==> src/rtl/fwl_pkg.sv <==
package fwl_pkg;
   typedef enum logic {
      DIR_LSB_FIRST = 1'b0,
      DIR_MSB_FIRST = 1'b1
   } fwl_dir_e;

   typedef enum logic {
      HALF_UPPER = 1'b0,
      HALF_LOWER = 1'b1
   } fwl_half_e;
endpackage

==> src/rtl/fwl_bit_cell.sv <==
module fwl_bit_cell
   import fwl_pkg::*;
(
   input  logic clk,
   input  logic rst_n,
   input  logic shift_en_n,
   input  logic dir,
   input  logic from_lower,
   input  logic from_upper,
   output logic q
);
   logic d_next;

   always_comb begin
      if (shift_en_n)
         d_next = q;
      else if (fwl_dir_e'(dir) == DIR_MSB_FIRST)
         d_next = from_lower;
      else
         d_next = from_upper;
   end

   always_ff @(posedge clk or negedge rst_n) begin
      if (!rst_n)
         q <= 1'b0;
      else
         q <= d_next;
   end
endmodule

==> src/rtl/fwl_shift_reg.sv <==
module fwl_shift_reg #(
   parameter int REG_W = 64
) (
   input  logic             clk,
   input  logic             rst_n,
   input  logic             sdata,
   input  logic             shift_en_n,
   input  logic             msb_first,
   output logic [REG_W-1:0] q
);
   localparam int TOP = REG_W - 1;

   logic [REG_W-1:0] lower_src;
   logic [REG_W-1:0] upper_src;

   generate
      if (REG_W < 2) begin : g_bad_width
         $error("fwl_shift_reg: REG_W must be at least 2");
      end

      for (genvar i = 0; i < REG_W; i++) begin : g_cell
         if (i == 0) begin : g_lo_edge
            assign lower_src[i] = sdata;
         end else begin : g_lo_mid
            assign lower_src[i] = q[i-1];
         end

         if (i == TOP) begin : g_hi_edge
            assign upper_src[i] = sdata;
         end else begin : g_hi_mid
            assign upper_src[i] = q[i+1];
         end

         fwl_bit_cell u_cell (
            .clk        (clk),
            .rst_n      (rst_n),
            .shift_en_n (shift_en_n),
            .dir        (msb_first),
            .from_lower (lower_src[i]),
            .from_upper (upper_src[i]),
            .q          (q[i])
         );
      end
   endgenerate

   // register frozen while shifting is disabled
   p_hold_r2: assert property (@(posedge clk) disable iff (!rst_n)
      shift_en_n |=> $stable(q));

   // MSB-first entry point at bit 0
   p_msb_entry_r3: assert property (@(posedge clk) disable iff (!rst_n)
      (!shift_en_n && msb_first) |=> (q[0] == $past(sdata)));

   // MSB-first contents move toward the top
   p_msb_move_r3: assert property (@(posedge clk) disable iff (!rst_n)
      (!shift_en_n && msb_first) |=> (q[TOP:1] == $past(q[TOP-1:0])));

   // LSB-first entry point at the top bit
   p_lsb_entry_r4: assert property (@(posedge clk) disable iff (!rst_n)
      (!shift_en_n && !msb_first) |=> (q[TOP] == $past(sdata)));

   // LSB-first contents move toward bit 0
   p_lsb_move_r4: assert property (@(posedge clk) disable iff (!rst_n)
      (!shift_en_n && !msb_first) |=> (q[TOP-1:0] == $past(q[TOP:1])));
endmodule

==> src/rtl/fwl_word_mux.sv <==
module fwl_word_mux
   import fwl_pkg::*;
#(
   parameter int WORD_W = 32,
   parameter int REG_W  = 64
) (
   input  logic [REG_W-1:0]  reg_i,
   input  logic              sel_low,
   output logic [WORD_W-1:0] word_o
);
   localparam int NUM_WORDS = REG_W / WORD_W;

   logic [WORD_W-1:0] half_lo;
   logic [WORD_W-1:0] half_hi;

   generate
      if (NUM_WORDS != 2 || (REG_W % WORD_W) != 0) begin : g_bad_split
         $error("fwl_word_mux: REG_W must be exactly twice WORD_W");
      end
   endgenerate

   assign half_lo = reg_i[WORD_W-1:0];
   assign half_hi = reg_i[REG_W-1:REG_W-WORD_W];

   always_comb begin
      if (fwl_half_e'(sel_low) == HALF_LOWER)
         word_o = half_lo;
      else
         word_o = half_hi;
   end
endmodule

==> src/rtl/fwl_freq_loader.sv <==
module fwl_freq_loader #(
   parameter int WORD_W = 32,
   parameter int REG_W  = 2 * WORD_W
) (
   input  logic              sclk,
   input  logic              rst_n,
   input  logic              sdata,
   input  logic              shift_en_n,
   input  logic              msb_first,
   input  logic              sel_low,
   output logic [WORD_W-1:0] word_out
);
   logic [REG_W-1:0] freq_reg;

   generate
      if (WORD_W < 1) begin : g_bad_word
         $error("fwl_freq_loader: WORD_W must be positive");
      end
   endgenerate

   fwl_shift_reg #(.REG_W(REG_W)) u_shift (
      .clk        (sclk),
      .rst_n      (rst_n),
      .sdata      (sdata),
      .shift_en_n (shift_en_n),
      .msb_first  (msb_first),
      .q          (freq_reg)
   );

   fwl_word_mux #(.WORD_W(WORD_W), .REG_W(REG_W)) u_mux (
      .reg_i   (freq_reg),
      .sel_low (sel_low),
      .word_o  (word_out)
   );

   // with shifting disabled the selected word is steady while the select is steady
   p_word_steady_r5: assert property (@(posedge sclk) disable iff (!rst_n)
      (shift_en_n && $stable(sel_low)) |=> $stable(word_out));
endmodule

==> config.mk <==
export PLATFORM = sky130hd
export DESIGN_NAME = fwl_freq_loader
export DESIGN_NICKNAME = d
export VERILOG_FILES = /design/src/rtl/fwl_pkg.sv /design/src/rtl/fwl_bit_cell.sv /design/src/rtl/fwl_shift_reg.sv /design/src/rtl/fwl_word_mux.sv /design/src/rtl/fwl_freq_loader.sv
export SDC_FILE = /design/constraint.sdc
export NUM_CORES = 1
export LEC_CHECK = 0
export ABC_AREA = 1
export BUFFER_PORTS_ARGS = -buffer_cell sky130_fd_sc_hd__buf_2
export CAP_MARGIN = 40
export CORE_AREA = 2 2 127 80
export CTS_BUF_LIST = sky130_fd_sc_hd__clkbuf_2 sky130_fd_sc_hd__clkbuf_4 sky130_fd_sc_hd__clkbuf_8
export CTS_CLUSTER_DIAMETER = 200
export CTS_CLUSTER_SIZE = 28
export DETAILED_ROUTE_END_ITERATION = 16
export DIE_AREA = 0 0 129 82
export PLACE_DENSITY = 0.68
export SYNTH_ARGS = -nofsm -noshare
export SYNTH_HDL_FRONTEND = slang
export SYNTH_SLANG_ARGS = --single-unit
export TNS_END_PERCENT = 20
==> constraint.sdc <==
create_clock -name sclk -period 0.8 [get_ports sclk]
set_input_delay 0.12 -clock sclk [delete_from_list [all_inputs] [get_ports sclk]]
set_output_delay 0.12 -clock sclk [all_outputs]
set_load 0.05 [all_outputs]
==> impl_metrics.tcl <==
set metrics [dict create \
    die_h_um 82 \
    synth_compound_area_frac 0.0438 \
    max-cap-violations 0 \
    grt_pass1_vias 3611 \
    port_buffers 37 \
    synthXorXnorAreaFrac 0 \
    worst-path-buf-inv 1 \
    violations "negative setup slack" \
    cts_sinks 64 \
    layout_commonest_cell "nand2_1" \
    p_total_mw 13.1 \
    routedWlPerCell_um 12.7 \
    path_depth 3 \
    pre_cts_ws_ns -0.304 \
    drv_slew 0 \
    ir_drop_mv 1.51 \
    sw_frac_of_total 0.355 \
    initial_core_util 0.385 \
    synth_top_area_cell "dfrtp_1" \
    synth_fa_ha_area_frac 0 \
    critPathMaxStageDelay_ns 0.43 \
    cellPowerDensity_mw_per_mm2 2220 \
    drc 0 \
    topRoutingLayerUsed "met4" \
    cts_tree "yes" \
    synth_top_family_by_area "simple AND/OR/NAND/NOR gates" \
    yosysSeqAreaShare 0.438 \
    fin_skew_ns 0.00755 \
    setup_ws_ns -0.423 \
    die_w_um 129 \
    cts_max_level 3 \
    p_int_mw 8.42 \
    post-route-util 0.619 \
    holdPathStages 5 \
    dr.pass1.iters 5 \
    startpoint_type "register" \
    cpLargestDelayFamily "flip-flops" \
    stdcell_area_mm2 0.00588 \
    r2r_cells 7 \
    setup_viol 95 \
    drt-total-wl_um 10400 \
    hold_violations 0 \
    vias_per_cell 4.74 \
    diodes 0 \
    fin_crit_sh 1.53 \
    path_cells "nand2_2, o21ai_4, buf_6" \
    regMostFlops "u_shift.g_cell.u_cell.q" \
    yosys.area_share.simple 0.383 \
    fin_nets 687 \
    antenna_found_initial 0 \
    std_cell_rows 28 \
    synthTopCellsByArea "dfrtp_1 44%, nand2_1 30%, nand3_1 8.8%, inv_1 6.7%, o21ai_0 4.4%" \
    grt_first_pass_wirelength_um 17100 \
    hp-class "input port to register" \
    worst-slew-pin-transition_ns 0.406 \
    ys_warn_count 0 \
    slowest_stage "dfrtp_1" \
    status "finished with violations" \
    power_switching_mw 4.64 \
    fmax_mhz 818 \
    synth_cell_types 11 \
    cts_buffers 9 \
    critical_path.max_fanout 2 \
    yosysTopAreaCellShare 0.438 \
    critPathKind "register to output port" \
    rsz0062_at_grt "yes" \
    slew_headroom 0.729 \
    dpl-instance-area_mm2 0.00474 \
    clk_path_buf_depth 2 \
    tns_ns -20.08 \
    via_count 3892 \
    muxShareOfSynthArea 0 \
    clockPowerShare 0.272 \
    cts_root_buf "clkbuf_8" \
    area_growth_pct 60.6 \
    synthCells 548 \
    cp-end-kind "output port" \
    worstPathArrival_ns 1.10 \
    synth_seq_cells 64 \
    largest_reg_flops 64 \
    drive_gt1_frac 0.440 \
    dp_hpwl_um 6420 \
    grt_util_all_layers 0.207 \
    wl_met2_um 4740 \
    cellLeakagePower_nw 3.10 \
    wl_met1_um 5020 \
    ios 38 \
    syn_avg_cell_area_um2 6.68 \
    drt_iter0_drc 289 \
    core_mm2 0.00949 \
    period_minus_slack_ns 1.22 \
    syn_nets 554 \
    top_regs "u_shift.g_cell.u_cell.q: 64 flops" \
    grt_start_max_net_pins 65 \
    gp_congestion 0.797 \
    required_ns 0.68 \
    syn-cell-area_mm2 0.00366 \
    clk_pin_slew_ns 0.08 \
    insertion_delay_ns 0.35 \
    dieArea_mm2 0.0106 \
    overflow 0 \
    final_cell_mix "253 x nand2_1, 84 x buf_6, 64 x dfrtp_1" \
    fillCellCount 819 \
    pwr-share-comb 0.412 \
    p_seq_frac 0.316 \
    wl_met3_um 577 \
    drt.antenna.violating_nets 0 \
]
==> synth_stat cells, drive strengths merged <==
cell    count
nand2     288
buf        30
clkbuf      3
nand3      64
dfrtp      64
inv        67
o21ai      32
==> metrics by stage <==
step	hold slack, ns	cells
after floorplan	-0.176	548
after global placement	0.172	758
after detailed placement	0.166	758
after CTS	0.122	793
after global routing	0.150	821
final	0.148	821
==> worst reg2reg max path, cell delays in order (launching register included) <==
cell	delay (ns)
dfrtp_1	0.40
inv_2	0.09
buf_4	0.11
buf_6	0.08
buf_4	0.09
nand2_1	0.04
nand3_1	0.06
nand2_1	0.06
==> cells by family (layout without fill, tap and decap cells) <==
logic type / Yosys count / count (layout)
simple gates: 352 / 352
buf+inv: 100 / 238
compound gates: 32 / 32
flops: 64 / 64
==> final cells by class <==
class | instances | area (um^2) | share of cell area
clock inverters | 5 | 103 | 0.0175
inverters | 67 | 259 | 0.0441
repair buffers | 155 | 1550 | 0.264
flip-flops and latches | 64 | 1600 | 0.273
multi-input cells | 384 | 2040 | 0.347
well taps | 135 | 169 | 0.0287
clock buffers | 11 | 151 | 0.0258
==> timing repair <==
item                                    in CTS  in global routing
gates resized for setup                    166                 48
endpoints found under the setup margin      93                 96
pin swaps                                   43                 20
setup buffers                               18                 28
hold endpoints to repair                    64                  0
hold buffers                                 1                  0
==> final timing paths <==
kind / startpoint / endpoint / slack, ns
setup / recovery: u_shift.g_cell[0].u_cell.q / word_out[0] / -0.42
hold / removal: sdata / u_shift.g_cell[0].u_cell.q / 0.15
setup reg to reg: u_shift.g_cell[51].u_cell.q / u_shift.g_cell[50].u_cell.q / -0.24
hold reg to reg: u_shift.g_cell[49].u_cell.q / u_shift.g_cell[49].u_cell.q / 0.49
max in group asynchronous: rst_n / u_shift.g_cell[26].u_cell.q / 0.19
min in group asynchronous: rst_n / u_shift.g_cell[41].u_cell.q / 0.30
==> routing by layer <==
| layer | vias up | global-route usage |
|---|---|---|
| met1 | 1844 | 0.284 |
| met2 | 113 | 0.328 |
| met5 | - | 0 |
| met4 | 0 | 0.0652 |
| met3 | 9 | 0.0463 |
| li1 | 1926 | - |
==> power by group through the flow <==
stage / registers [mW] / logic, mW / clock network (mW)
after global routing: 4.17 / 5.83 / 3.78
after CTS: 4.10 / 4.86 / 3.63
final: 4.12 / 5.38 / 3.55
after floorplan: 4.01 / 2.84 / 0
after global placement: 4.06 / 3.98 / 0
after detailed placement: 4.08 / 4.05 / 0
Power figures use the tool's default switching activity.
